### src/rtl/tw_pkg.sv
// Package: shared constants and helpers for the trigger-selectable timer.
// Assumes: the mode field is 3 bits wide and the register address is 2 bits wide.
package tw_pkg;
    localparam int MODE_W = 3;
    localparam int ADDR_W = 2;

    typedef enum logic [MODE_W-1:0] {
        MODE_LEVEL = 3'b001,
        MODE_RISE  = 3'b010,
        MODE_BOTH  = 3'b100,
        MODE_COMP  = 3'b111
    } trig_mode_e;

    localparam logic [ADDR_W-1:0] ADDR_CTRL   = 2'd0;
    localparam logic [ADDR_W-1:0] ADDR_RELOAD = 2'd1;
    localparam logic [ADDR_W-1:0] ADDR_CLEAR  = 2'd2;

    // Returns 1 when the mode code names one of the four supported trigger sources.
    function automatic logic mode_supported(input logic [MODE_W-1:0] m);
        return (m == MODE_LEVEL) || (m == MODE_RISE) ||
               (m == MODE_BOTH)  || (m == MODE_COMP);
    endfunction
endpackage

### src/rtl/tw_regs.sv
// Module: register file. It holds the mode, the interrupt enable, the divider select
// and the reload value, and it produces a one-cycle flag-clear pulse.
// Assumes: writes take effect at the clock edge where wr_en is high.
// The divider select is frozen while the counter runs (busy = 1).
module tw_regs
    import tw_pkg::*;
#(
    parameter int CNT_W = 16,
    parameter int SEL_W = 2
) (
    input  logic              clk,
    input  logic              rst_n,
    input  logic              wr_en,
    input  logic [ADDR_W-1:0] wr_addr,
    input  logic [CNT_W-1:0]  wr_data,
    input  logic              busy,
    output logic [MODE_W-1:0] mode,
    output logic              irq_en,
    output logic [SEL_W-1:0]  div_sel,
    output logic [CNT_W-1:0]  reload,
    output logic              clr_flag
);
    localparam int IE_BIT  = MODE_W;
    localparam int SEL_LSB = MODE_W + 1;

    logic wr_ctrl;
    logic wr_reload;

    // Decode which register the current write targets.
    always_comb begin
        wr_ctrl   = wr_en && (wr_addr == ADDR_CTRL);
        wr_reload = wr_en && (wr_addr == ADDR_RELOAD);
        clr_flag  = wr_en && (wr_addr == ADDR_CLEAR) && wr_data[0];
    end

    // Mode and interrupt enable: written at any time.
    always_ff @(posedge clk) begin
        if (!rst_n) begin
            mode   <= '0;
            irq_en <= 1'b0;
        end else if (wr_ctrl) begin
            mode   <= wr_data[MODE_W-1:0];
            irq_en <= wr_data[IE_BIT];
        end
    end

    // Divider select: only updated while the counter is stopped.
    always_ff @(posedge clk) begin
        if (!rst_n)
            div_sel <= '0;
        else if (wr_ctrl && !busy)
            div_sel <= wr_data[SEL_LSB +: SEL_W];
    end

    // Reload value: held here until the next trigger copies it into the counter.
    always_ff @(posedge clk) begin
        if (!rst_n)
            reload <= '0;
        else if (wr_reload)
            reload <= wr_data;
    end


    div_lock_chk: assert property (@(posedge clk) disable iff (!rst_n)
        (wr_ctrl && busy) |=> $stable(div_sel));
endmodule

### src/rtl/tw_trig.sv
// Module: trigger detector. It compares each input with its value on the previous
// cycle and asserts hit when the condition chosen by the mode is met.
// Assumes: the inputs are already synchronous to clk. An unsupported mode never hits.
module tw_trig
    import tw_pkg::*;
(
    input  logic              clk,
    input  logic              rst_n,
    input  logic [MODE_W-1:0] mode,
    input  logic              trig_in,
    input  logic              pwm_in,
    output logic              hit
);
    logic trig_q;
    logic pwm_q;

    // Store the previous input levels for edge detection.
    always_ff @(posedge clk) begin
        if (!rst_n) begin
            trig_q <= 1'b0;
            pwm_q  <= 1'b0;
        end else begin
            trig_q <= trig_in;
            pwm_q  <= pwm_in;
        end
    end

    // Choose the trigger condition from the mode.
    always_comb begin
        unique case (mode)
            MODE_LEVEL: hit = trig_in;
            MODE_RISE:  hit = trig_in && !trig_q;
            MODE_BOTH:  hit = trig_in ^ trig_q;
            MODE_COMP:  hit = pwm_in ^ pwm_q;
            default:    hit = 1'b0;
        endcase
    end


    rise_single_chk: assert property (@(posedge clk) disable iff (!rst_n)
        (mode == MODE_RISE && hit) |=> (mode != MODE_RISE || !hit));
endmodule

### src/rtl/tw_prescale.sv
// Module: clock divider. While the timer runs it emits one tick every
// 2**div_sel cycles, counted from the latest trigger.
// Assumes: div_sel does not change while run is high.
module tw_prescale #(
    parameter int SEL_W = 2
) (
    input  logic             clk,
    input  logic             rst_n,
    input  logic             run,
    input  logic             restart,
    input  logic [SEL_W-1:0] div_sel,
    output logic             tick
);
    localparam int PCNT_W = (1 << SEL_W) - 1;

    logic [PCNT_W-1:0] pcnt;
    logic [PCNT_W-1:0] lim;

    // Terminal count for the selected divisor.
    always_comb begin
        lim  = PCNT_W'((32'd1 << div_sel) - 32'd1);
        tick = run && !restart && (pcnt == lim);
    end

    // Divider count: restarts on a trigger or when idle, and wraps at the limit.
    always_ff @(posedge clk) begin
        if (!rst_n || !run || restart || pcnt == lim)
            pcnt <= '0;
        else
            pcnt <= pcnt + 1'b1;
    end
endmodule

### src/rtl/tw_core.sv
// Module: down-counter, run state and underflow flag. A trigger loads the reload
// value and starts the count. Each tick decrements it, and a tick at zero ends the
// run and sets the flag.
// Assumes: hit only rises in a supported mode. An unsupported mode forces idle.
module tw_core #(
    parameter int CNT_W = 16
) (
    input  logic             clk,
    input  logic             rst_n,
    input  logic             mode_ok,
    input  logic             hit,
    input  logic             tick,
    input  logic [CNT_W-1:0] reload,
    input  logic             clr_flag,
    output logic             running,
    output logic             flag
);
    logic [CNT_W-1:0] cnt;
    logic             under;

    // Underflow happens when a tick arrives with the count already at zero.
    always_comb begin
        under = mode_ok && running && !hit && tick && (cnt == '0);
    end

    // Counter and run state.
    always_ff @(posedge clk) begin
        if (!rst_n) begin
            cnt     <= '0;
            running <= 1'b0;
        end else if (!mode_ok) begin
            running <= 1'b0;
        end else if (hit) begin
            cnt     <= reload;
            running <= 1'b1;
        end else if (running && tick) begin
            if (cnt == '0)
                running <= 1'b0;
            else
                cnt <= cnt - 1'b1;
        end
    end

    // Underflow flag: setting wins over a clear in the same cycle.
    always_ff @(posedge clk) begin
        if (!rst_n)
            flag <= 1'b0;
        else if (under)
            flag <= 1'b1;
        else if (clr_flag)
            flag <= 1'b0;
    end


    reload_on_trig_chk: assert property (@(posedge clk) disable iff (!rst_n)
        (mode_ok && hit) |=> (running && cnt == $past(reload)));

    hold_between_ticks_chk: assert property (@(posedge clk) disable iff (!rst_n)
        (mode_ok && running && !hit && !tick) |=> $stable(cnt));

    flag_set_chk: assert property (@(posedge clk) disable iff (!rst_n)
        (mode_ok && running && !hit && tick && cnt == '0) |=> flag);

    flag_hold_chk: assert property (@(posedge clk) disable iff (!rst_n)
        (flag && !clr_flag) |=> flag);

    idle_mode_chk: assert property (@(posedge clk) disable iff (!rst_n)
        !mode_ok |=> !running);
endmodule

### src/rtl/trig_wavegen.sv
// Module: top of the trigger-selectable timer waveform generator. It connects the
// register file, the trigger detector, the divider and the counter core.
// Assumes: all inputs are synchronous to clk. The reset is synchronous and active-low.
module trig_wavegen
    import tw_pkg::*;
#(
    parameter int CNT_W = 16,
    parameter int SEL_W = 2
) (
    input  logic              clk,
    input  logic              rst_n,
    input  logic              wr_en,
    input  logic [ADDR_W-1:0] wr_addr,
    input  logic [CNT_W-1:0]  wr_data,
    input  logic              trig_in,
    input  logic              pwm_in,
    output logic              wave_out,
    output logic              tmr_flag,
    output logic              irq
);
    logic [MODE_W-1:0] mode;
    logic              irq_en;
    logic [SEL_W-1:0]  div_sel;
    logic [CNT_W-1:0]  reload;
    logic              clr_flag;
    logic              hit;
    logic              tick;
    logic              running;
    logic              mode_ok;

    // Decide whether the current mode code is supported.
    always_comb mode_ok = mode_supported(mode);

    tw_regs #(.CNT_W(CNT_W), .SEL_W(SEL_W)) u_regs (
        .clk(clk), .rst_n(rst_n), .wr_en(wr_en), .wr_addr(wr_addr),
        .wr_data(wr_data), .busy(running), .mode(mode), .irq_en(irq_en),
        .div_sel(div_sel), .reload(reload), .clr_flag(clr_flag)
    );

    tw_trig u_trig (
        .clk(clk), .rst_n(rst_n), .mode(mode), .trig_in(trig_in),
        .pwm_in(pwm_in), .hit(hit)
    );

    tw_prescale #(.SEL_W(SEL_W)) u_pre (
        .clk(clk), .rst_n(rst_n), .run(running), .restart(hit),
        .div_sel(div_sel), .tick(tick)
    );

    tw_core #(.CNT_W(CNT_W)) u_core (
        .clk(clk), .rst_n(rst_n), .mode_ok(mode_ok), .hit(hit), .tick(tick),
        .reload(reload), .clr_flag(clr_flag), .running(running), .flag(tmr_flag)
    );

    // Drive the outputs: the wave follows the run state in a supported mode.
    always_comb begin
        wave_out = running && mode_ok;
        irq      = tmr_flag && irq_en;
    end
endmodule

### config.mk
export PLATFORM = sky130hd
export DESIGN_NAME = trig_wavegen
export DESIGN_NICKNAME = d
export VERILOG_FILES = /design/src/rtl/tw_pkg.sv /design/src/rtl/tw_regs.sv /design/src/rtl/tw_trig.sv /design/src/rtl/tw_prescale.sv /design/src/rtl/tw_core.sv /design/src/rtl/trig_wavegen.sv
export SDC_FILE = /design/constraint.sdc
export NUM_CORES = 1
export LEC_CHECK = 0
export ABC_CLOCK_PERIOD_IN_PS = 7000
export BUFFER_PORTS_ARGS = -buffer_cell sky130_fd_sc_hd__buf_4
export CORE_ASPECT_RATIO = 0.6
export CORE_UTILIZATION = 60
export CTS_BUF_LIST = sky130_fd_sc_hd__clkbuf_8
export DETAILED_ROUTE_END_ITERATION = 10
export PLACE_DENSITY = 0.9
export SYNTH_ARGS = -nofsm -noshare
export SYNTH_HDL_FRONTEND = slang
export SYNTH_HIERARCHICAL = 1
export SYNTH_SLANG_ARGS = --single-unit
### constraint.sdc
create_clock -name clk -period 7 [get_ports clk]
set_input_delay 0.35 -clock clk [delete_from_list [all_inputs] [get_ports clk]]
set_output_delay 0.35 -clock clk [all_outputs]
set_load 0.02 [all_outputs]
# After elaboration in Yosys (flattened, before gate mapping)
# Index checks and enable logic that the tools add are counted.
# word_totals
register_bits,45
input_bits,23
output_inout_bits,3
# classes
addsub,3
n_eq_ne,8
n_shift,1
muxes,9
bitwise_logic,2
n_reduce_logical,32
# op_table
operator,count
two-way mux 16 bit,3
zero test 16 bit,1
subtractor 16 x 1 -> 16 bit (second input constant),1
logical AND 1 bit,14
equality test 3 bit (second input constant),2
logical OR 1 bit,6
nonzero test 2 bit,3
two-way mux 1 bit,5
zero test 1 bit,4
case mux 1 bit (4 select lines),1
AND reduction 2 bit,2
adder 3 x 1 -> 3 bit (second input constant),1
equality test 3 x 1 -> 1 bit (second input constant),1
equality test 3 x 2 -> 1 bit (second input constant),1
equality test 3 bit,1
AND reduction 3 bit,1
<< shifter 1 x 2 -> 3 bit (first input constant),1
subtractor 3 x 1 -> 3 bit (second input constant),1
equality test 2 x 1 -> 1 bit (second input constant),1
equality test 2 bit (second input constant),1
zero test 2 bit,1
!= test 2 x 1 -> 1 bit (second input constant),1
bitwise XOR 1 bit,2

# Depth between registers and ports, before layout
# Gate-level depths: netlist (run 1).
# logic_depth
ltp_word,9
depth_mapped,13
ltp_nobuf,12

# By module
# Netlist (run 1), hierarchy kept.
# by_module_without_submodules
mod,instances,cells_each,area_per_inst_um2,seq_area_each_um2
tw_core,1,150,1153.6,360.3
tw_regs,1,93,888.4,440.4
tw_prescale,1,18,175.2,60.1
tw_trig,1,13,116.4,40.0
trig_wavegen,1,6,51.3,0.0

# Worst setup path after synthesis (run 1)
# No wires, ideal clock.
# synth_path
path_type,register -> register
from,reg u_pre.pcnt[2]
to,reg u_core.cnt[14]
arrival_ps,2502
required_time_ps,6926
setup_slack_ps,4424
stages_incl_launch_ff,9
path_buffers,0
period_less_slack_ps,2576
path_cell_list,dfxtp_1 or4_1 mux2i_2 o211a_1 and2_1 o21ai_0 or3_1 or4b_1 a31oi_1
# synth_between
elab_chain_len,5
# synth_lines
element,line_no,text
"start, declared",tw_prescale.sv:16,logic [PCNT_W-1:0] pcnt;
"start signal, assigned",tw_prescale.sv:30,pcnt <= pcnt + 1'b1;
equality test 3 bit,tw_prescale.sv:22,tick = run && !restart && (pcnt == lim);
logical AND 1 bit,tw_prescale.sv:22,
net tick,trig_wavegen.sv:27,logic tick;
logical AND 1 bit,tw_core.sv:36,end else if (running && tick) begin
nonzero test 2 bit (no line),-,
AND reduction 3 bit (no line),-,
"end signal, assigned",tw_core.sv:34,cnt <= reload;
"end signal, assigned",tw_core.sv:40,cnt <= cnt - 1'b1;
"end, declared",tw_core.sv:18,logic [CNT_W-1:0] cnt;
# The timed path passes the listed nets, and every way through them passes these cells.
# A chain may end at the register's enable or synchronous reset.

# Final worst setup path (run 1)
# layout_path
from,reg u_trig.trig_q
to,reg u_core.cnt[11]
# layout_between
elab_chain_len,9
elab_cells_between_ends,12
cone_classes,eq/ne (1); mux (2); bitwise (1); reduce/logical (8)
# layout_lines
element,line_no,text
"start, declared",tw_trig.sv:14,logic trig_q;
"start signal, assigned",tw_trig.sv:23,trig_q <= trig_in;
zero test 1 bit,tw_trig.sv:32,MODE_RISE: hit = trig_in && !trig_q;
logical AND 1 bit,tw_trig.sv:32,
case mux 1 bit (4 select lines) *,tw_trig.sv:30,unique case (mode)
net hit,trig_wavegen.sv:26,logic hit;
zero test 1 bit *,tw_prescale.sv:22,
logical AND 1 bit * (2 in series),tw_prescale.sv:22,
net tick,trig_wavegen.sv:27,
logical AND 1 bit *,tw_core.sv:36,
nonzero test 2 bit (no line) *,-,
AND reduction 3 bit (no line) *,-,
# The timed path passes the listed nets; every way through them passes the cells marked *.

==> results by group, run 1 <==
Outcome
  – Status: finished, final reports clean

Min path
  – Worst hold path class: input port to flip-flop
  – Hold depth: 2
  – Worst hold endpoint: u_trig/pwm_q
  – Hold path start: pwm_in

Worst setup path
  – CP startpoint: u_trig/trig_q
  – CP Max Fanout: 50
  – Setup crit end kind: flip-flop
  – Crit-path slowest cell: a21oi_4
  – WP data required: 7220 ps
  – CP max stage delay: 840 ps
  – Reg-to-reg endpoint: u_core/cnt[11]
  – Reg2Reg Depth: 12
  – WP data arrival: 3590 ps
  – Critical Path Start Type: flip-flop
  – Critical path class: flip-flop to flip-flop
  – Crit path cell chain: inv_1 -> ha_1 -> nor3b_1 -> a311oi_1 -> a21oi_4 -> inv_1 -> o211a_1 -> and2_1 -> o21a_1 -> o21ai_2 -> o311ai_0 -> o31ai_1
  – Launching point of the worst reg2reg path: u_trig/trig_q
  – Reg2Reg Setup Slack: 3630 ps
  – Most frequent CP cell: inv_1

Yosys
  – Post-synth EDFFs: 0
  – Avg Inst Size Synth: 8.517 µm²
  – Number of synthesized register bits: 45
  – FFs w/ async S/R, synth: 0%
  – Post-Synthesis Cells: 280
  – Syn Std Cell Area: 2385 µm²
  – Distinct cells, synth: 52
  – Register area share after synthesis: 37.78%
  – Yosys warns: 6
  – Ys flop type: dfxtp_1
  – Post-Syn Nets: 306

Global route
  – Antenna violations before repair: 0
  – First-pass GRT wire length: 9.039 mm
  – Grt total ovfl: 0
  – Largest net degree at the start of global routing: 56
  – Vias in the first global route: 1900
  – Tot GR Track Use: 27.77%

Layout
  – Layout area overhead: 12.64%
  – # nets final: 321
  – Layout cells sized above 1: 15.54%
  – Fillcell total: 275
  – Antenna cells: 0
  – Layout Utilization: 71.76%

Clock network
  – CTS Sinks: 45
  – Clk slew on worst S/H paths: 80 ps
  – # resized after CTS: 0
  – Worst-skew pair later-pin latency: 310 ps
  – Postcts setup bufs: 0
  – Inserted Clock Buffers: 5
  – Root Buffer: clkbuf_8
  – CTS H-tree depth: 2
  – Maximum root-to-sink buffer count: 2
  – CTS tree: built
  – Hold buffers post-CTS: 0

Drt
  – Drt wl/cell: 16.02 µm
  – Drc violations: 0
  – Via density: 6.204
  – Routed Antenna Nets: 0
  – Final wirelength: 5.494 mm
  – Vias: 2128
  – Drt first pass iters: 5
  – First DRT Iteration DRCs: 115

Timing
  – Tcrit/Tclk final: 48.12%
  – Period minus WS final: 3368 ps
  – Final Slew Violations: 0
  – RSZ-0062 raised after global routing: no
  – Post-route setup slack: 3632 ps
  – Final number of setup-violating endpoints: 0
  – Slew @ Worst Pin: 1079 ps
  – Worst Clk Skew: 8.043 ps
  – TNS Setup: 0 ps
  – FMAX: 296.9 MHz
  – Final hold violation count: 0
  – Rel. slew slack: 27.91%

Job
  – Max-cap violations: 0

Floorplan
  – Row cnt: 17
  – IO Pins: 26
  – Initial Util: 63.70%
  – DIE WIDTH: 83.39 µm
  – Die area: 4239 µm²
  – Die Y-Extent: 50.84 µm
  – Core area: 3744 µm²

Power and ir drop
  – Logic pwr share: 10.4%
  – PwrDens: 207.9 nW/µm²
  – Peak VDD IR: 0.1625 mV
  – P_int: 427.9 µW
  – NetSw: 130.7 µW
  – Flop pwr share: 47.6%
  – Lkg Pwr: 1.048 nW
  – Sw frac: 23.40%
  – Clock share of power: 42.1%

Placement
  – GPL Wtd Cong: 0.9725
  – I/O Buffers: 25
  – DP Worst Slack: 3568 ps
  – DP Wirelength: 3.788 mm
[state kept, by name, indices dropped and copies added, names as in the netlist]
signal          flops
u_core/cnt         16
u_core/flag         1
u_core/running      1
u_pre/pcnt          3
u_regs/div_sel      2
u_regs/irq_en       1
u_regs/mode         3
u_regs/reload      16
u_trig/pwm_q        1
u_trig/trig_q       1
[critical path: cells and delay by family (launching register included)]
family | cells | cell delay (ps)
AND/OR/NAND/NOR | 2 | 370
AO/OA/AOI/OAI | 7 | 2080
buffers and inverters | 2 | 220
flip-flops | 1 | 310
adder cells (fa/ha/maj) | 1 | 270
[cell families after synthesis]
group                    count (synthesis)  share of synthesized area (%)
AND/OR/NAND/NOR                        122                          27.34
XOR/XNOR                                 4                          1.784
flip-flops                              45                          37.78
buffers and inverters                   25                          5.037
AO/OA/AOI/OAI                           57                          16.27
multiplexers                            24                          10.23
adder cells (fa/ha/maj)                  3                          1.574
[power groups by stage]
stage	clock, mW	sequential, mW	combinational, mW
after detailed placement	0	0.272	0.0567
after floorplan	0	0.270	0.0397
after CTS	0.237	0.266	0.0571
after global routing	0.247	0.267	0.0632
final	0.235	0.266	0.0578
after global placement	0	0.272	0.0545
[how the worst max path moves through the flow]
stage	to	slack, ps	cells after the start
2_1_floorplan	u_core/cnt[14]	4420	8
3_3_place_gp	u_core/cnt[14]	3670	9
3_5_place_dp	u_core/cnt[14]	3570	9
4_1_cts	u_core/cnt[11]	3700	12
5_1_grt	u_core/cnt[14]	3320	9
6_report	u_core/cnt[11]	3630	12
[placed cells by master, fill, tap and decap left out, types with 3 or more instances in the layout]
cell	n
a21oi_1	11
a22oi_1	5
a31oi_1	3
and2_1	4
buf_4	25
clkbuf_8	5
dfxtp_1	45
ha_1	3
inv_1	8
mux2i_1	23
nand2_1	49
nand2b_1	5
nand3_1	6
nor2_1	21
nor3_1	6
nor3b_1	3
nor4_1	6
nor4b_1	3
o211ai_1	6
o21ai_0	9
o31ai_1	8
or4_1	3
[metal layers]
| metal | track usage [%] | up-vias | routed length (µm) |
|---|---|---|---|
| met5 | 0 | - | 0 |
| met1 | 37.59 | 987 | 2608 |
| li1 | - | 1046 | - |
| met2 | 45.49 | 88 | 2482 |
| met4 | 8.333 | 0 | 51 |
| met3 | 5.654 | 7 | 352 |
[area by class of cell]
cell class / instances / area [µm²] / area share [%]
repair buffers: 25 / 187.7 / 6.986
well taps: 47 / 58.81 / 2.189
clock buffers: 5 / 68.82 / 2.562
flip-flops and latches: 45 / 900.9 / 33.54
multi-input cells: 210 / 1375 / 51.19
clock inverters: 3 / 65.06 / 2.422
inverters: 8 / 30.03 / 1.118
[cells in the mapped netlist (all sizes together) (3+ instances only)]
cell | n | area, µm²
o31ai | 8 | 60.06
xnor2 | 3 | 33.79
a31oi | 3 | 18.77
a22oi | 5 | 37.54
nor3 | 7 | 46.30
buf | 8 | 55.05
clkbuf | 9 | 35.03
nor4 | 7 | 50.05
dfxtp | 45 | 900.9
nor3b | 3 | 22.52
or4 | 3 | 22.52
nand3 | 6 | 30.03
nand2 | 49 | 183.9
nor2 | 21 | 78.83
nor4b | 3 | 26.28
nand2b | 5 | 31.28
mux2i | 24 | 244.0
o211ai | 6 | 45.04
o21ai | 10 | 53.80
inv | 8 | 30.03
ha | 3 | 37.54
and2 | 4 | 25.02
a21oi | 12 | 60.06
[per-stage QoR]
stage / power, mW / instances / hold WS, ps / cell area (µm²)
3_3_place_gp: 0.3262 / 335 / 441.0 / 2552
5_1_grt: 0.5773 / 343 / 266.6 / 2686
2_1_floorplan: 0.3100 / 280 / 430.2 / 2385
3_5_place_dp: 0.3284 / 335 / 450.9 / 2552
6_report: 0.5586 / 343 / 260.6 / 2686
4_1_cts: 0.5597 / 343 / 258.7 / 2686
(Power assumes the default switching activity.)
==> run 2, diff against run 1 <==
--- a/config.mk
+++ b/config.mk
@@ -5,13 +5,13 @@
 export SDC_FILE = /design/constraint.sdc
 export NUM_CORES = 1
 export LEC_CHECK = 0
-export ABC_CLOCK_PERIOD_IN_PS = 7000
+export ABC_CLOCK_PERIOD_IN_PS = 2800
 export BUFFER_PORTS_ARGS = -buffer_cell sky130_fd_sc_hd__buf_4
 export CORE_ASPECT_RATIO = 0.6
-export CORE_UTILIZATION = 60
+export CORE_UTILIZATION = 55
 export CTS_BUF_LIST = sky130_fd_sc_hd__clkbuf_8
 export DETAILED_ROUTE_END_ITERATION = 10
-export PLACE_DENSITY = 0.9
+export PLACE_DENSITY = 0.87
 export SYNTH_ARGS = -nofsm -noshare
 export SYNTH_HDL_FRONTEND = slang
 export SYNTH_HIERARCHICAL = 1
==> constraint.sdc (replaced) <==
create_clock -name clk -period 2.8 [get_ports clk]
set_input_delay 0.14 -clock clk [delete_from_list [all_inputs] [get_ports clk]]
set_output_delay 0.14 -clock clk [all_outputs]
set_load 0.02 [all_outputs]
==> results by group, run 2 (synthesis results as in run 1) <==
Timing
  – Final number of setup-violating endpoints: 0 (unchanged)
  – Tcrit/Tclk final: 95.93% (+48 points)
  – Final Slew Violations: 0 (unchanged)
  – Rel. slew slack: 51.77% (+24 points)
  – Period minus WS final: 2686 ps (-682.4 ps)
  – TNS Setup: 0 ps (unchanged)
  – RSZ-0062 raised after global routing: no
  – Slew @ Worst Pin: 723.3 ps (-355.6 ps)
  – Final hold slack: 52.82 ps (-207.8 ps)
  – Worst Clk Skew: 9.413 ps (+1.370 ps)
  – FMAX: 372.3 MHz (+25%)
  – Final hold violation count: 0 (unchanged)

Placement
  – I/O Buffers: 25 (unchanged)
  – Cells after DPL: 353 (+5.4%)
  – DP Wirelength: 4.019 mm (+6.1%)
  – GPL Wtd Cong: 0.8606 (-12%)
  – Cell Area, Placed: 2606 µm² (+2.1%)

Power and ir drop
  – Flop pwr share: 50.3% (+2.7 points)
  – Logic pwr share: 11.4% (+1.0 points)
  – PwrDens: 482.2 nW/µm² (+130%)
  – P_int: 1.006 mW (+140%)
  – Lkg Pwr: 1.070 nW (+2.1%)
  – Clock share of power: 38.3% (-3.8 points)
  – Peak VDD IR: 0.2721 mV (+67%)
  – Sw frac: 23.93% (+0.53 points)
  – NetSw: 316.6 µW (+140%)

Drt
  – Routed Antenna Nets: 0 (unchanged)
  – Top Metal Used: met4
  – Drt first pass iters: 5 (unchanged)
  – Vias: 2174 (+2.2%)
  – Met3 routed WL: 347 µm (-1.4%)
  – M1 wire length: 2.690 mm (+3.1%)
  – Drc violations: 0 (unchanged)
  – DR WL met2: 2.591 mm (+4.4%)
  – Via density: 6.022 (-2.9%)
  – First DRT Iteration DRCs: 125 (+8.7%)
  – Drt wl/cell: 15.72 µm (-1.9%)
  – Final wirelength: 5.675 mm (+3.3%)

Clock network
  – Maximum root-to-sink buffer count: 2 (unchanged)
  – Root Buffer: clkbuf_8
  – Postcts setup bufs: 0 (unchanged)
  – Clk slew on worst S/H paths: 80 ps (about the same)
  – CTS Sinks: 45 (unchanged)
  – CTS tree: built
  – Worst-skew pair later-pin latency: 300 ps (about the same)
  – Inserted Clock Buffers: 5 (unchanged)
  – CTS H-tree depth: 2 (unchanged)

Worst setup path
  – Crit-path slowest cell: or4_1
  – Critical Path Start Type: flip-flop
  – Crit path cell chain: or4_1 -> mux2i_4 -> o211a_1 -> and2_4 -> o21ai_0 -> or3_1 -> or4b_1 -> a31oi_1
  – WP data required: 3030 ps (-4190 ps)
  – Reg2Reg Setup Slack: 110 ps (-3520 ps)
  – Reg2Reg Depth: 8 (-4)
  – Reg-to-reg endpoint: u_core/cnt[14]
  – Critical path class: flip-flop to flip-flop
  – Setup crit end kind: flip-flop
  – WP data arrival: 2920 ps (-670 ps)
  – CP max stage delay: 550 ps (-290 ps)
  – Launching point of the worst reg2reg path: u_regs/div_sel[1]
  – CP startpoint: u_regs/div_sel[1]
  – CP Max Fanout: 5 (-90%)
  – Crit path to: u_core/cnt[14]

Global route
  – Tot GR Track Use: 26.57% (-1.2 points)
  – Grt total ovfl: 0 (unchanged)
  – First-pass GRT wire length: 9.018 mm (-0.23%)
  – Largest net degree at the start of global routing: 56 (unchanged)
  – Vias in the first global route: 1922 (+1.2%)
  – Antenna violations before repair: 0 (unchanged)

Floorplan
  – Initial Util: 57.86% (-5.8 points)
  – IO Pins: 26 (unchanged)
  – Die area: 4612 µm² (+8.8%)
  – Core area: 4121 µm² (+10%)
  – Row cnt: 18 (+1)
  – Die Y-Extent: 53.01 µm (+4.3%)
  – DIE WIDTH: 87.01 µm (+4.3%)

Layout
  – Commonest non-fill, non-tap cell in the layout: nand2_1
  – Most frequent cells in the layout: nand2_1 (49), dfxtp_1 (45), buf_4 (30)
  – Fillcell total: 346 (+26%)
  – Non-Filler Instances: 361 (+5.2%)
  – Design area: 2744 µm² (+2.1%)
  – Layout cells sized above 1: 17.61% (+2.1 points)
  – Regs by FF count: u_core/cnt x16, u_regs/reload x16
  – Layout Utilization: 66.58% (-5.2 points)
  – Layout area overhead: 15.06%
  – Antenna cells: 0 (unchanged)
  – # nets final: 326 (+1.6%)

Min path
  – Hold depth: 2 (unchanged)
  – Worst hold path class: input port to flip-flop
  – Hold path start: pwm_in

Job
  – Max-cap violations: 0 (unchanged)

Outcome
  – Status: finished, final reports clean
## run 2: worst min path at each step
stage,to,slack [ps]
2_1_floorplan,u_trig/pwm_q,260
3_3_place_gp,u_trig/pwm_q,360
3_5_place_dp,u_trig/pwm_q,370
4_1_cts,u_trig/pwm_q,50
5_1_grt,u_trig/pwm_q,60
6_report,u_trig/pwm_q,50
## run 2: layout make-up
cell class              instances  area (µm²)  area share (%)
flip-flops and latches         45       900.9           32.83
inverters                       8       30.03           1.094
repair buffers                 30       225.2           8.208
clock inverters                 2       33.78           1.231
clock buffers                   6       82.58           3.010
well taps                      60       75.07           2.736
multi-input cells             210        1396           50.89
## run 2: power by group through the flow
| stage | logic, mW | registers, mW | clock network [mW] |
|---|---|---|---|
| after CTS | 0.148 | 0.665 | 0.513 |
| after global placement | 0.142 | 0.679 | 0 |
| after floorplan | 0.0994 | 0.676 | 0 |
| after global routing | 0.165 | 0.667 | 0.541 |
| final | 0.151 | 0.665 | 0.507 |
| after detailed placement | 0.147 | 0.680 | 0 |
## run 2: routing by layer
layer  track usage (%)  up-vias
met5                 0        -
met4             7.222        0
met3             6.552        9
met2             44.36       74
met1             34.48     1032
li1                  -     1059
## run 2: what timing repair did
item,CTS,global route
hold buffers,0,0
gates resized for setup,0,4
setup endpoints to repair,0,5
endpoints found under the hold margin,0,0
## run 2: critical path: cells and delay by family (launching register included)
family | cells | cell delay [ps]
simple gates | 4 | 1580
compound gates | 3 | 490
flops | 1 | 350
mux | 1 | 200
## run 2: metrics by stage
stage / setup slack [ps] / power [mW]
finish: 114.1 / 1.323
detailed placement: 19.94 / 0.8268
global route: 39.28 / 1.373
global placement: 175.3 / 0.8207
floorplan: 224.1 / 0.7750
CTS: 14.75 / 1.326
==> run 3, diff against run 2 <==
--- a/config.mk
+++ b/config.mk
@@ -8,10 +8,10 @@
 export ABC_CLOCK_PERIOD_IN_PS = 2800
 export BUFFER_PORTS_ARGS = -buffer_cell sky130_fd_sc_hd__buf_4
 export CORE_ASPECT_RATIO = 0.6
-export CORE_UTILIZATION = 55
+export CORE_UTILIZATION = 40
 export CTS_BUF_LIST = sky130_fd_sc_hd__clkbuf_8
 export DETAILED_ROUTE_END_ITERATION = 10
-export PLACE_DENSITY = 0.87
+export PLACE_DENSITY = 0.69
 export SYNTH_ARGS = -nofsm -noshare
 export SYNTH_HDL_FRONTEND = slang
 export SYNTH_HIERARCHICAL = 1
==> results by group, run 3 (synthesis results as in run 1) <==
Drt
  – Drt wl/cell: 15.05 µm (-4.3%)
  – First DRT Iteration DRCs: 97 (-22%)
  – Via density: 5.470 (-9.2%)
  – Routed Antenna Nets: 0 (unchanged)
  – Drt first pass iters: 4 (-1)
  – Final wirelength: 5.734 mm (+1.0%)
  – Vias: 2084 (-4.1%)
  – Drc violations: 0 (unchanged)

Clock network
  – CTS tree: built
  – Inserted Clock Buffers: 5 (unchanged)
  – Maximum root-to-sink buffer count: 2 (unchanged)
  – Hold buffers post-CTS: 0 (unchanged)
  – Root Buffer: clkbuf_8
  – Worst-skew pair later-pin latency: 290 ps (about the same)
  – CTS H-tree depth: 2 (unchanged)
  – CTS Sinks: 45 (unchanged)
  – Clk slew on worst S/H paths: 80 ps (about the same)
  – Postcts setup bufs: 0 (unchanged)

Floorplan
  – IO Pins: 26 (unchanged)
  – Core area: 5649 µm² (+37%)
  – Die area: 6285 µm² (+36%)
  – Initial Util: 42.21% (-16 points)
  – DIE WIDTH: 101.7 µm (+17%)
  – Row cnt: 21 (+3)
  – Die Y-Extent: 61.81 µm (+17%)

Outcome
  – Status: finished, final reports clean

Power and ir drop
  – Peak VDD IR: 0.2016 mV (-26%)
  – PwrDens: 443.7 nW/µm² (-8.0%)
  – Lkg Pwr: 1.063 nW (-0.64%)

Layout
  – Regs by FF count: u_core/cnt x16, u_regs/reload x16
  – # nets final: 327 (+0.31%)
  – Fillcell total: 555 (+60%)
  – Layout area overhead: 16.16%
  – Layout cells sized above 1: 17.61% (unchanged)
  – Non-Filler Instances: 381 (+5.5%)
  – Design area: 2770 µm² (+0.96%)
  – Most frequent cells in the layout: nand2_1 (49), dfxtp_1 (45), buf_4 (30)
  – Antenna cells: 0 (unchanged)
  – Commonest non-fill, non-tap cell in the layout: nand2_1

Global route
  – First-pass GRT wire length: 9.039 mm (+0.23%)
  – Vias in the first global route: 1818 (-5.4%)
  – Largest net degree at the start of global routing: 50 (-11%)
  – Tot GR Track Use: 19.35% (-7.2 points)
  – Antenna violations before repair: 0 (unchanged)
  – Grt total ovfl: 0 (unchanged)

Worst setup path
  – Setup crit end kind: flip-flop
  – Critical Path Start Type: flip-flop
  – WP data arrival: 2930 ps (about the same)
  – Critical path class: flip-flop to flip-flop
  – CP Max Fanout: 4 (-1)
  – WP data required: 3020 ps (about the same)

Timing
  – RSZ-0062 raised after global routing: no
  – Rel. slew slack: 26.66% (-25 points)
  – FMAX: 369.0 MHz (-0.90%)
  – Period minus WS final: 2710 ps (+24.38 ps)
  – Final hold violation count: 0 (unchanged)
  – Worst Clk Skew: 3.216 ps (-6.197 ps)
  – Final Slew Violations: 0 (unchanged)
  – Tcrit/Tclk final: 96.80% (+0.87 points)
  – Slew @ Worst Pin: 1085 ps (+361.4 ps)
  – Final number of setup-violating endpoints: 0 (unchanged)
  – TNS Setup: 0 ps (unchanged)

Placement
  – DP Wirelength: 3.930 mm (-2.2%)
  – I/O Buffers: 25 (unchanged)
  – Cell Area, Placed: 2651 µm² (+1.7%)
  – GPL Wtd Cong: 0.7868 (-8.6%)
  – Cells after DPL: 374 (+5.9%)

Min path
  – Worst hold path class: input port to flip-flop

Job
  – Max-cap violations: 0 (unchanged)
-- run 3: cell count changes in the layout (fill, tap and decap cells not counted), sizes merged --
cell,change
buf,+1
bufinv,-1
-- run 3: timing repair --
action,4_1_cts,5_1_grt
resized for setup,0,5
endpoints found under the setup margin,0,8
hold endpoints to repair,0,0
-- run 3: area by class of cell --
type / instances / area (µm²) / area share (%)
Clock inverter: 1 / 3.754 / 0.1355
Timing Repair Buffer: 31 / 245.2 / 8.853
Multi-Input combinational cell: 210 / 1408 / 50.81
Inverter: 8 / 30.03 / 1.084
Tap cell: 80 / 100.1 / 3.613
Clock buffer: 6 / 82.58 / 2.981
Sequential cell: 45 / 900.9 / 32.52
-- run 3: metrics by stage --
stage | power, mW | hold slack, ps | setup slack (ps) | utilization [%]
2_1_floorplan | 0.7750 | 261.7 | 224.1 | -
3_3_place_gp | 0.8274 | 361.8 | 158.9 | 46.93
3_5_place_dp | 0.8291 | 364.5 | 88.09 | 46.93
4_1_cts | 1.231 | 58.05 | 65.76 | 48.46
5_1_grt | 1.283 | 55.07 | 7.528 | 49.04
6_report | 1.229 | 59.55 | 89.69 | 49.04
-- run 3: final timing paths --
kind                      from                 to  slack [ps]  cells after the start
max              u_pre/pcnt[2]     u_core/cnt[14]          90                      8
min                     pwm_in       u_trig/pwm_q          60                      2
max reg2reg      u_pre/pcnt[2]     u_core/cnt[14]          90                      8
min reg2reg  u_regs/reload[13]  u_regs/reload[13]         460                      2
-- run 3: layer usage --
metal / global-route usage (%) / vias up / wire length (µm)
met4: 4.348 / 0 / 15
met3: 4.362 / 2 / 387
met2: 26.16 / 60 / 2155
li1: - / 1054 / -
met1: 30.43 / 968 / 3175
met5: 0 / - / 0
-- run 3: power breakdown --
part           switching (mW)  leakage [nW]  internal (mW)  total [mW]
logic                  0.0875         0.650         0.0694       0.157
registers              0.0112         0.365          0.653       0.664
clock network           0.215        0.0485          0.193       0.408
total                   0.314          1.06          0.915        1.23
-- run 3: critical path, stage by stage (launching register included) --
cell and delay [ps]:
dfxtp_1 340, or4_1 580, mux2i_4 210, o211a_1 200, and2_1 190, o21ai_0 120, or3_1 370, or4b_1 470
a31oi_1 160
